`src/rtl/bmr_pkg.sv`:
```
package bmr_pkg;
  typedef enum logic [2:0] {
    MD_HOST32  = 3'd0,
    MD_LOGIC32 = 3'd1,
    MD_SPLIT_A = 3'd2,
    MD_SPLIT_B = 3'd3,
    MD_DUAL    = 3'd4
  } mode_e;

  typedef enum logic [1:0] {
    LN_NONE = 2'd0,
    LN_B0   = 2'd1,
    LN_B1   = 2'd2,
    LN_BOTH = 2'd3
  } lane_e;

  function automatic logic mode_legal(input logic [2:0] code);
    return code <= 3'd4;
  endfunction
endpackage

```
`src/rtl/bmr_mode_ctl.sv`:
```
module bmr_mode_ctl
  import bmr_pkg::*;
(
  input  logic       clk,
  input  logic       rst_n,
  input  logic       set_i,
  input  logic [2:0] code_i,
  input  logic       idle_i,
  output mode_e      mode_o,
  output logic       busy_o
);
  mode_e nxt_q;
  logic  pend_q;

  always_ff @(posedge clk) begin
    if (!rst_n) begin
      mode_o <= MD_HOST32;
      nxt_q  <= MD_HOST32;
      pend_q <= 1'b0;
    end else if (set_i && mode_legal(code_i)) begin
      nxt_q  <= mode_e'(code_i);
      pend_q <= 1'b1;
    end else if (pend_q && idle_i) begin
      mode_o <= nxt_q;
      pend_q <= 1'b0;
    end
  end

  assign busy_o = pend_q;
endmodule

```
`src/rtl/bmr_steer.sv`:
```
module bmr_steer
  import bmr_pkg::*;
#(
  parameter int AW = 19
) (
  input  mode_e             mode,
  input  logic              hold,
  input  logic              h_valid,
  input  logic              h_we,
  input  logic [AW:0]       h_addr,
  input  logic [3:0]        h_be,
  input  logic [31:0]       h_wdata,
  input  logic              l_valid,
  input  logic              l_we,
  input  logic [AW:0]       l_addr,
  input  logic [AW-1:0]     l_addr2,
  input  logic [3:0]        l_be,
  input  logic [31:0]       l_wdata,
  output logic              h_ready,
  output logic              h_err,
  output logic              l_ready,
  output logic              l_err,
  output logic              h_rd,
  output lane_e             h_lane,
  output logic              l_rd,
  output lane_e             l_lane,
  output logic              h_clr,
  output logic              l_bell,
  output logic              b0_en,
  output logic              b0_we,
  output logic [AW-1:0]     b0_addr,
  output logic [1:0]        b0_be,
  output logic [15:0]       b0_wdata,
  output logic              b1_en,
  output logic              b1_we,
  output logic [AW-1:0]     b1_addr,
  output logic [1:0]        b1_be,
  output logic [15:0]       b1_wdata
);
  logic h_ok, l_ok, h_spec, l_spec, h_go, l_go;
  logic h_sel, l_sel;

  assign h_sel = h_addr[AW];
  assign l_sel = l_addr[AW];

  always_comb begin
    h_ok = 1'b0; l_ok = 1'b0; h_spec = 1'b0; l_spec = 1'b0;
    h_lane = LN_NONE; l_lane = LN_NONE;
    case (mode)
      MD_HOST32:  begin h_ok = 1'b1; h_lane = LN_BOTH; end
      MD_LOGIC32: begin l_ok = 1'b1; l_lane = LN_BOTH; end
      MD_SPLIT_A: begin
        h_ok = !h_sel; h_lane = LN_B0;
        l_ok = l_sel;  l_lane = LN_B1;
      end
      MD_SPLIT_B: begin
        h_ok = h_sel;  h_lane = LN_B1;
        l_ok = !l_sel; l_lane = LN_B0;
      end
      MD_DUAL: begin
        h_ok   = h_sel && h_we;
        h_spec = 1'b1;
        l_ok   = !l_sel || l_we;
        l_spec = l_sel;
        l_lane = l_sel ? LN_NONE : LN_BOTH;
      end
      default: ;
    endcase
  end

  assign h_go    = h_valid && h_ok && !hold;
  assign l_go    = l_valid && l_ok && !hold;
  assign h_ready = h_ok && !hold;
  assign l_ready = l_ok && !hold;
  assign h_err   = h_valid && !h_ok;
  assign l_err   = l_valid && !l_ok;
  assign h_rd    = h_go && !h_we && (h_lane != LN_NONE);
  assign l_rd    = l_go && !l_we && (l_lane != LN_NONE);
  assign h_clr   = h_go && h_spec;
  assign l_bell  = l_go && l_spec;

  // bank 0: only ever the low half-word of either master
  always_comb begin
    b0_en = 1'b0; b0_we = 1'b0; b0_addr = '0; b0_be = '0; b0_wdata = '0;
    if (h_go && (h_lane == LN_B0 || h_lane == LN_BOTH)) begin
      b0_en = 1'b1; b0_we = h_we; b0_addr = h_addr[AW-1:0];
      b0_be = h_be[1:0]; b0_wdata = h_wdata[15:0];
    end else if (l_go && (l_lane == LN_B0 || l_lane == LN_BOTH)) begin
      b0_en = 1'b1; b0_we = l_we; b0_addr = l_addr[AW-1:0];
      b0_be = l_be[1:0]; b0_wdata = l_wdata[15:0];
    end
  end

  // bank 1: high half in wide/dual access, low half in split access
  always_comb begin
    b1_en = 1'b0; b1_we = 1'b0; b1_addr = '0; b1_be = '0; b1_wdata = '0;
    if (h_go && h_lane == LN_BOTH) begin
      b1_en = 1'b1; b1_we = h_we; b1_addr = h_addr[AW-1:0];
      b1_be = h_be[3:2]; b1_wdata = h_wdata[31:16];
    end else if (h_go && h_lane == LN_B1) begin
      b1_en = 1'b1; b1_we = h_we; b1_addr = h_addr[AW-1:0];
      b1_be = h_be[1:0]; b1_wdata = h_wdata[15:0];
    end else if (l_go && l_lane == LN_BOTH) begin
      b1_en = 1'b1; b1_we = l_we;
      b1_addr = (mode == MD_DUAL) ? l_addr2 : l_addr[AW-1:0];
      b1_be = l_be[3:2]; b1_wdata = l_wdata[31:16];
    end else if (l_go && l_lane == LN_B1) begin
      b1_en = 1'b1; b1_we = l_we; b1_addr = l_addr[AW-1:0];
      b1_be = l_be[1:0]; b1_wdata = l_wdata[15:0];
    end
  end
endmodule

```
`src/rtl/bmr_rsp_track.sv`:
```
module bmr_rsp_track
  import bmr_pkg::*;
(
  input  logic        clk,
  input  logic        rst_n,
  input  logic        rd_i,
  input  lane_e       lane_i,
  input  logic [15:0] b0_rdata,
  input  logic [15:0] b1_rdata,
  output logic        rvalid_o,
  output logic [31:0] rdata_o
);
  lane_e lane_q;

  always_ff @(posedge clk) begin
    if (!rst_n) begin
      rvalid_o <= 1'b0;
      lane_q   <= LN_NONE;
    end else begin
      rvalid_o <= rd_i;
      if (rd_i) lane_q <= lane_i;
    end
  end

  always_comb begin
    rdata_o = '0;
    if (rvalid_o) begin
      case (lane_q)
        LN_BOTH: rdata_o = {b1_rdata, b0_rdata};
        LN_B0:   rdata_o = {16'h0, b0_rdata};
        LN_B1:   rdata_o = {16'h0, b1_rdata};
        default: rdata_o = '0;
      endcase
    end
  end
endmodule

```
`src/rtl/bmr_doorbell.sv`:
```
module bmr_doorbell (
  input  logic clk,
  input  logic rst_n,
  input  logic ring_i,
  input  logic clear_i,
  output logic irq_o
);
  always_ff @(posedge clk) begin
    if (!rst_n)       irq_o <= 1'b0;
    else if (ring_i)  irq_o <= 1'b1;
    else if (clear_i) irq_o <= 1'b0;
  end
endmodule

```
`src/rtl/bank_mode_router.sv`:
```
module bank_mode_router
  import bmr_pkg::*;
#(
  parameter int AW = 19
) (
  input  logic              clk,
  input  logic              rst_n,
  input  logic              mode_set,
  input  logic [2:0]        mode_code,
  output logic [2:0]        mode_cur,
  output logic              mode_busy,
  input  logic              h_valid,
  output logic              h_ready,
  input  logic              h_we,
  input  logic [AW:0]       h_addr,
  input  logic [3:0]        h_be,
  input  logic [31:0]       h_wdata,
  output logic              h_rvalid,
  output logic [31:0]       h_rdata,
  output logic              h_err,
  input  logic              l_valid,
  output logic              l_ready,
  input  logic              l_we,
  input  logic [AW:0]       l_addr,
  input  logic [AW-1:0]     l_addr2,
  input  logic [3:0]        l_be,
  input  logic [31:0]       l_wdata,
  output logic              l_rvalid,
  output logic [31:0]       l_rdata,
  output logic              l_err,
  output logic              b0_en,
  output logic              b0_we,
  output logic [AW-1:0]     b0_addr,
  output logic [1:0]        b0_be,
  output logic [15:0]       b0_wdata,
  input  logic [15:0]       b0_rdata,
  output logic              b1_en,
  output logic              b1_we,
  output logic [AW-1:0]     b1_addr,
  output logic [1:0]        b1_be,
  output logic [15:0]       b1_wdata,
  input  logic [15:0]       b1_rdata,
  output logic              irq
);
  mode_e mode;
  logic  h_rd, l_rd, h_clr, l_bell, idle;
  lane_e h_lane, l_lane;

  assign idle     = !h_rvalid && !l_rvalid;
  assign mode_cur = mode;

  bmr_mode_ctl u_mode (
    .clk(clk), .rst_n(rst_n), .set_i(mode_set), .code_i(mode_code),
    .idle_i(idle), .mode_o(mode), .busy_o(mode_busy)
  );

  bmr_steer #(.AW(AW)) u_steer (
    .mode(mode), .hold(mode_busy),
    .h_valid(h_valid), .h_we(h_we), .h_addr(h_addr), .h_be(h_be), .h_wdata(h_wdata),
    .l_valid(l_valid), .l_we(l_we), .l_addr(l_addr), .l_addr2(l_addr2),
    .l_be(l_be), .l_wdata(l_wdata),
    .h_ready(h_ready), .h_err(h_err), .l_ready(l_ready), .l_err(l_err),
    .h_rd(h_rd), .h_lane(h_lane), .l_rd(l_rd), .l_lane(l_lane),
    .h_clr(h_clr), .l_bell(l_bell),
    .b0_en(b0_en), .b0_we(b0_we), .b0_addr(b0_addr), .b0_be(b0_be), .b0_wdata(b0_wdata),
    .b1_en(b1_en), .b1_we(b1_we), .b1_addr(b1_addr), .b1_be(b1_be), .b1_wdata(b1_wdata)
  );

  bmr_rsp_track u_hrsp (
    .clk(clk), .rst_n(rst_n), .rd_i(h_rd), .lane_i(h_lane),
    .b0_rdata(b0_rdata), .b1_rdata(b1_rdata), .rvalid_o(h_rvalid), .rdata_o(h_rdata)
  );

  bmr_rsp_track u_lrsp (
    .clk(clk), .rst_n(rst_n), .rd_i(l_rd), .lane_i(l_lane),
    .b0_rdata(b0_rdata), .b1_rdata(b1_rdata), .rvalid_o(l_rvalid), .rdata_o(l_rdata)
  );

  bmr_doorbell u_bell (
    .clk(clk), .rst_n(rst_n), .ring_i(l_bell), .clear_i(h_clr), .irq_o(irq)
  );
endmodule

```
`config.mk`:
```
export PLATFORM = sky130hd
export DESIGN_NAME = bank_mode_router
export DESIGN_NICKNAME = d
export VERILOG_FILES = /design/src/rtl/bmr_pkg.sv /design/src/rtl/bmr_mode_ctl.sv /design/src/rtl/bmr_steer.sv /design/src/rtl/bmr_rsp_track.sv /design/src/rtl/bmr_doorbell.sv /design/src/rtl/bank_mode_router.sv
export SDC_FILE = /design/constraint.sdc
export NUM_CORES = 1
export LEC_CHECK = 0
export BUFFER_PORTS_ARGS = -buffer_cell sky130_fd_sc_hd__buf_2
export CAP_MARGIN = 20
export CORE_AREA = 2 2 126 128
export DETAILED_ROUTE_END_ITERATION = 8
export DIE_AREA = 0 0 128 130
export GPL_TIMING_DRIVEN = 0
export SETUP_SLACK_MARGIN = 0.15
export SLEW_MARGIN = 20
export SYNTH_ARGS = -nofsm -noshare
export SYNTH_HDL_FRONTEND = slang
export SYNTH_HIERARCHICAL = 1
export SYNTH_SLANG_ARGS = --single-unit
```
`constraint.sdc`:
```
create_clock -name clk -period 2.3 [get_ports clk]
set_input_delay 0.345 -clock clk [delete_from_list [all_inputs] [get_ports clk]]
set_output_delay 0.345 -clock clk [all_outputs]
set_load 0.05 [all_outputs]
```
==> results.sh, run 1 <==
export IMPL_synth_area_per_cell_um2=7.74
export IMPL_timing_critical_path_buf_inv=5
export IMPL_ys_flop_type="dfxtp_1"
export IMPL_crit_arrival_ps=2150
export IMPL_die_area_um2=16600
export IMPL_cts_tree="built"
export IMPL_crit_slowest_cell="or4b_4"
export IMPL_timing_rr_end="u_lrsp/lane_q[0]$_SDFFE_PN0P_"
export IMPL_routed_wl_mm=18.1
export IMPL_cts_hold_buf=0
export IMPL_hold_class="in -> reg"
export IMPL_max_freq_mhz=401
export IMPL_grt_pass1_vias=4409
export IMPL_drive_above_1_share_pct=72.4
export IMPL_die_w_um=128
export IMPL_power_switching_mw=0.828
export IMPL_fin_crit_ps=2490
export IMPL_finalSetupViolCount=77
export IMPL_ys_types=46
export IMPL_dieHeight_um=130
export IMPL_clockPowerShare_pct=17.6
export IMPL_slew_headroom_pct=57.8
export IMPL_clk_pin_slew_ps=50
export IMPL_finalHoldViolations=0
export IMPL_critical_path_max_stage_delay_ps=540
export IMPL_ys_ff_latch=14
export IMPL_power_density_nw_per_um2=277
export IMPL_dr_pass1_iters=6
export IMPL_coreArea_um2=15400
export IMPL_diodes=0
export IMPL_place_gp_congestion=0.852
export IMPL_violations="setup timing"
export IMPL_syn_instance_count=346
export IMPL_max_slew_worst_pin_slew_ps=627
export IMPL_critPathRequiredTime_ps=1960
export IMPL_synth_edf_count=0
export IMPL_vias_per_cell=5.13
export IMPL_max_cap_viol_count=0
export IMPL_io_pins=326
export IMPL_synth_mux_area_share_pct=3.37
export IMPL_sw_frac_of_total_pct=44.7
export IMPL_cts_sinks=14
export IMPL_setup_worst_path_end="b0_addr[9]"
export IMPL_status="complete, but fails checks"
export IMPL_root_buffer="clkbuf_16"
export IMPL_fillers=1507
export IMPL_h_tree_depth=1
export IMPL_endpoint_kind="primary output"
export IMPL_drt_wirelength_per_cell_um=19.5
export IMPL_worst_slack_ps=-194
export IMPL_initial_core_util_pct=17.4
export IMPL_vias=4741
export IMPL_syn_to_final_growth_pct=150
export IMPL_yosysWarnings=6
export IMPL_grt_usage_pct=18.0
export IMPL_synthXorXnorAreaFrac_pct=0.327
export IMPL_reg2reg_from="u_mode/mode_o[2]$_SDFFE_PN0P_"
export IMPL_power_frac_comb_pct=68.4
export IMPL_rrSetupSlack_ps=-170
export IMPL_drv_slew=0
export IMPL_crit_start="u_mode/mode_o[1]$_SDFFE_PN0P_"
export IMPL_grt_pass1_wl_mm=23.8
export IMPL_async_flop_share_pct=0
export IMPL_overflow=0
export IMPL_syn_num_nets=519
export IMPL_yosys_area_share_adder_pct=0
export IMPL_crit_cells=9
export IMPL_detailedPlacementHpwl_mm=12.8
export IMPL_finalNonFillerCells=924
export IMPL_synth_compound_area_share_pct=51.8
export IMPL_antenna_left=0
export IMPL_worstRegToRegCells=17
export IMPL_rows=46
export IMPL_drcViolationCount=0
export IMPL_internal_power_mw=1.03
export IMPL_p_seq_share_pct=14.0
export IMPL_crit_top_cell="buf_8"
export IMPL_path_class="reg -> out"
export IMPL_cts_buffers=3
export IMPL_p_leak_nw=3.33
export IMPL_synth_simple_area_share_pct=22.6
export IMPL_hold_path_startpoint="mode_code[1]"
export IMPL_first_iter_violations=278
export IMPL_crit_family="simple AND/OR/NAND/NOR gates"
export IMPL_grt_max_degree=12
export IMPL_portBuffers=324
export IMPL_crit_fanout=7
export IMPL_skew_ps=7.55
export IMPL_place_inst=862
export IMPL_synth_seq_area_share_pct=10.5
export IMPL_cp_cell_sequence="or4b_4 > nand2_4 > nor3b_4 > buf_6 > buf_8 > buf_6 > buf_8 > a22o_4 > buf_8"
export IMPL_crit_path_start_kind="register"
export IMPL_rsz0062_at_grt="true"
export IMPL_dp_slack_ps=-492
export IMPL_cts_buffer_depth=2
export IMPL_peakVddDrop_v=0.000232
export IMPL_nets=906
export IMPL_synth_top_family_by_area="compound AO/OA/AOI/OAI gates"
export IMPL_insertion_delay_ps=240
export IMPL_antenna_found_initial=0
export IMPL_fin_crit_sh_pct=108
export IMPL_synth_area_um2=2680
export IMPL_fin_util_pct=43.4
-- worst register-to-register path: stages (launching register included) --
cell and delay [ps]:
dfxtp_4 370, or4b_4 230, nand2_4 50, buf_4 130, buf_4 120, buf_4 120
buf_4 120, buf_4 120, buf_4 120, buf_4 120, buf_4 120, buf_4 120
buf_6 110, buf_6 110, buf_6 110, buf_6 100, mux2i_1 120, nor2b_1 60
-- cells in the mapped netlist, types with 4 or more instances --
| master | n | area share (%) |
|---|---|---|
| a21oi_1 | 4 | 0.75 |
| a222oi_1 | 18 | 6.7 |
| a22o_1 | 38 | 12 |
| a22oi_1 | 37 | 10 |
| a32o_1 | 33 | 12 |
| and2_1 | 36 | 8.4 |
| buf_2 | 19 | 3.6 |
| buf_4 | 4 | 1.1 |
| buf_6 | 7 | 2.9 |
| clkbuf_1 | 6 | 0.84 |
| dfxtp_1 | 14 | 10 |
| inv_1 | 20 | 2.8 |
| mux2i_1 | 9 | 3.4 |
| nand2_1 | 13 | 1.8 |
| nand2b_1 | 8 | 1.9 |
| nor2_1 | 11 | 1.5 |
| nor2b_1 | 9 | 2.1 |
| o21ai_0 | 18 | 3.4 |
-- registers in the layout (all words and copies together) (netlist names) --
register	flops
u_lrsp/rvalid_o	1
u_mode/nxt_q	3
u_mode/busy_o	1
u_mode/mode_o	3
u_hrsp/rvalid_o	1
u_hrsp/lane_q	2
u_lrsp/lane_q	2
u_bell/irq_o	1
-- per-layer routing --
layer  global-route usage [%]  vias up  wire length (µm)
met3                     2.38       22              1300
met2                     36.1      283              9820
met1                     20.0     2268              6600
met5                        0        -                 0
li1                         -     2168                 -
met4                     4.01        0               342
-- cell usage in the layout, fill, tap and decap left out, drive strengths merged, types with 2 or more instances in the layout --
cell type and instances:
buf 412, and2 38, a22o 38, a22oi 37, a32o 33, o21ai 21, inv 20, a222oi 18
nand2 15, dfxtp 14, nor2 13, clkbuf 11, nor2b 10, mux2i 9, nand2b 8, a21oi 6
a211oi 3, nor3b 3, o22ai 2, or3b 2, nand3 2, or2 2, o22a 2, and3 2
a21boi 2
-- cells by family (layout without fill, tap and decap cells) --
| family | after synthesis | in the layout |
|---|---|---|
| and+or+nand+nor | 100 | 100 |
| AOI/OAI and AO/OA | 165 | 165 |
| muxes | 9 | 9 |
| xor gates and xnor gates | 1 | 1 |
| buffers and inverters | 57 | 443 |
| DFF | 14 | 14 |
-- through the flow --
stage / total power [mW] / cell area, µm² / setup TNS (ps) / hold slack (ps)
finish: 1.85 / 6700 / -8980 / 373
global route: 1.92 / 6700 / -12250 / 376
CTS: 1.74 / 6020 / -7300 / 373
detailed placement: 1.21 / 4820 / -22060 / 456
global placement: 1.21 / 4820 / -24550 / 452
floorplan: 0.872 / 2960 / 0 / 427
-- how the worst min path moves through the flow --
stage / endpoint / depth (start not counted) / slack (ps)
after global placement: u_mode/mode_o[2]$_SDFFE_PN0P_ / 2 / 450
after floorplan: u_mode/mode_o[2]$_SDFFE_PN0P_ / 2 / 430
after detailed placement: u_mode/mode_o[2]$_SDFFE_PN0P_ / 2 / 460
after CTS: u_mode/nxt_q[0]$_SDFFE_PN0P_ / 3 / 370
final: u_mode/nxt_q[1]$_SDFFE_PN0P_ / 3 / 370
after global routing: u_mode/nxt_q[1]$_SDFFE_PN0P_ / 3 / 380
-- power groups by stage --
stage | Clock [mW] | Sequential, mW | Combinational [mW]
2_1_floorplan | 0 | 0.270 | 0.602
5_1_grt | 0.345 | 0.260 | 1.32
3_3_place_gp | 0 | 0.264 | 0.942
4_1_cts | 0.330 | 0.259 | 1.15
6_report | 0.326 | 0.259 | 1.27
3_5_place_dp | 0 | 0.265 | 0.943
-- area by class of cell --
class | instances | area, µm² | share of cell area (%)
tap | 192 | 240 | 3.59
timing repair buffer | 382 | 2910 | 43.4
buffer | 37 | 403 | 6.02
clock buffer | 4 | 78.8 | 1.18
sequential | 14 | 293 | 4.37
multi-input combinational | 275 | 2700 | 40.3
inverter | 20 | 75.1 | 1.12
-- repair_timing --
| item | 4_1_cts | 5_1_grt |
|---|---|---|
| buffers inserted | 34 | 13 |
| hold endpoints to repair | 0 | 0 |
| pin swaps | 13 | 24 |
| setup endpoints to repair | 82 | 92 |
| cloned | 4 | 7 |
| gates resized for setup | 221 | 136 |
No activity file was read; power rests on OpenSTA's default activity.
==> run 2, diff against run 1 <==
- CORE_AREA: 2 2 126 128 -> 8 8 122 124
- DIE_AREA: 0 0 128 130 -> 0 0 130 132
==> run 2 against run 1 <==
The flow still finishes with violations (setup timing). Via count fell by 0.27%. Routed wire length grew 10%. Cell area shrank 1.8%. Largest power group unchanged.
==> results.sh, run 2 (synthesized netlist as in run 1, its figures left out) <==
export IMPL_path_class="reg -> out"
export IMPL_total_power_mw=1.92
export IMPL_diodes=0
export IMPL_detailedPlacementHpwl_mm=15.1
export IMPL_reg_top3="u_mode/mode_o x3, u_mode/nxt_q x3"
export IMPL_peakVddDrop_v=0.000186
export IMPL_vias=4728
export IMPL_antenna_found_initial=0
export IMPL_vias_per_cell=5.34
export IMPL_fillers=1204
export IMPL_critPathRequiredTime_ps=1960
export IMPL_grt_pass1_wl_mm=27.9
export IMPL_max_cap_viol_count=0
export IMPL_grt_pass1_vias=4902
export IMPL_first_iter_violations=378
export IMPL_hold_class="in -> reg"
export IMPL_portBuffers=324
export IMPL_violations="setup timing"
export IMPL_drcViolationCount=0
export IMPL_finalHoldViolations=0
export IMPL_post_dp_cell_area_um2=4800
export IMPL_root_buffer="clkbuf_16"
export IMPL_cts_hold_buf=0
export IMPL_routed_wl_mm=19.9
export IMPL_status="complete, but fails checks"
export IMPL_most_common_layout_cells="buf_2 (250), buf_8 (58), buf_6 (52)"
export IMPL_fin_crit_sh_pct=105
export IMPL_coreArea_um2=13000
export IMPL_grt_usage_pct=20.5
export IMPL_rows=42
export IMPL_antenna_left=0
export IMPL_max_slew_worst_pin_slew_ps=604
export IMPL_cts_tree="built"
export IMPL_drt_wirelength_per_cell_um=22.5
export IMPL_setup_tns_ps=-4580
export IMPL_cts_buffer_depth=2
export IMPL_final_common_cell="buf_2"
export IMPL_rsz0062_at_grt="true"
export IMPL_power_density_nw_per_um2=291
export IMPL_fin_crit_ps=2420
export IMPL_worst_slack_ps=-122
export IMPL_io_pins=326
export IMPL_dr_pass1_iters=8
export IMPL_drive_above_1_share_pct=74.2
export IMPL_insertion_delay_ps=240
export IMPL_nets=883
export IMPL_crit_path_start_kind="register"
export IMPL_die_w_um=130
export IMPL_die_area_um2=17200
export IMPL_final_area_um2=6580
export IMPL_clk_pin_slew_ps=40
export IMPL_max_freq_mhz=413
export IMPL_hold_slack_ps=374
export IMPL_endpoint_kind="primary output"
export IMPL_cts_sinks=14
export IMPL_dieHeight_um=132
export IMPL_slew_headroom_pct=59.5
export IMPL_syn_to_final_growth_pct=146
export IMPL_h_tree_depth=1
export IMPL_p_leak_nw=3.23
export IMPL_overflow=0
export IMPL_grt_max_degree=11
export IMPL_crit_fanout=10
export IMPL_drv_slew=0
export IMPL_crit_arrival_ps=2080
export IMPL_cts_buffers=3
export IMPL_place_gp_congestion=0.880
export IMPL_finalSetupViolCount=60
export IMPL_initial_core_util_pct=20.6
export IMPL_skew_ps=0.881
[run 2: cell types whose count changed in the layout (fill, tap and decap cells not counted), moves of 7 or more]
cell,delta
a22o_2,-7
buf_4,-12
a22oi_2,+20
a22oi_1,-20
buf_6,-26
buf_8,+13
a22o_4,+7
[run 2: through the flow]
| step | util (%) | std cells | worst slack, ps |
|---|---|---|---|
| after floorplan | - | 346 | 84.8 |
| after global placement | 37.0 | 846 | -375 |
| after detailed placement | 37.0 | 846 | -374 |
| after CTS | 47.9 | 877 | -108 |
| after global routing | 50.7 | 885 | -194 |
| final | 50.7 | 885 | -122 |
[run 2: final timing paths]
kind | slack [ps] | start | to | depth (start not counted)
max | -120 | u_mode/mode_o[1]$_SDFFE_PN0P_ | b0_addr[3] | 7
min | 370 | mode_code[1] | u_mode/nxt_q[1]$_SDFFE_PN0P_ | 3
max reg2reg | 230 | u_mode/mode_o[2]$_SDFFE_PN0P_ | u_hrsp/lane_q[1]$_SDFFE_PN0P_ | 9
min reg2reg | 460 | u_mode/nxt_q[0]$_SDFFE_PN0P_ | u_mode/mode_o[0]$_SDFFE_PN0P_ | 2
[run 2: final cells by class]
class / count / area [µm²] / share of cell area [%]
clock buffers: 4 / 88.8 / 1.35
plain buffers: 37 / 393 / 5.97
repair buffers: 359 / 2680 / 40.8
flip-flops and latches: 14 / 293 / 4.45
inverters: 20 / 75.1 / 1.14
well taps: 176 / 220 / 3.35
multi-input cells: 275 / 2830 / 43.0
[run 2: per-layer routing]
| metal | up-vias | GRT usage (%) | wire length [µm] |
|---|---|---|---|
| li1 | 2114 | - | - |
| met4 | 0 | 8.01 | 672 |
| met2 | 338 | 38.2 | 10000 |
| met3 | 45 | 5.54 | 2140 |
| met5 | - | 0 | 0 |
| met1 | 2231 | 20.9 | 7080 |
[run 2: timing repair]
| action | in CTS | in global routing |
|---|---|---|
| gates resized for setup | 287 | 72 |
| buffers inserted | 22 | 6 |
| endpoints found under the setup margin | 82 | 93 |
| gates cloned | 5 | 2 |
| pin swaps | 13 | 30 |
[run 2: critical path, stage by stage, from the launching register on]
cell and delay, ps:
dfxtp_4 350, or4b_4 560, nand2_4 80, nor3b_4 240
buf_6 150, buf_8 140, a22o_2 150, buf_6 150
[run 2: power by group]
group          internal, mW  switching [mW]  leakage (nW)
sequential            0.249         0.00842         0.117
combinational         0.556           0.748          3.07
clock                 0.263          0.0929        0.0442
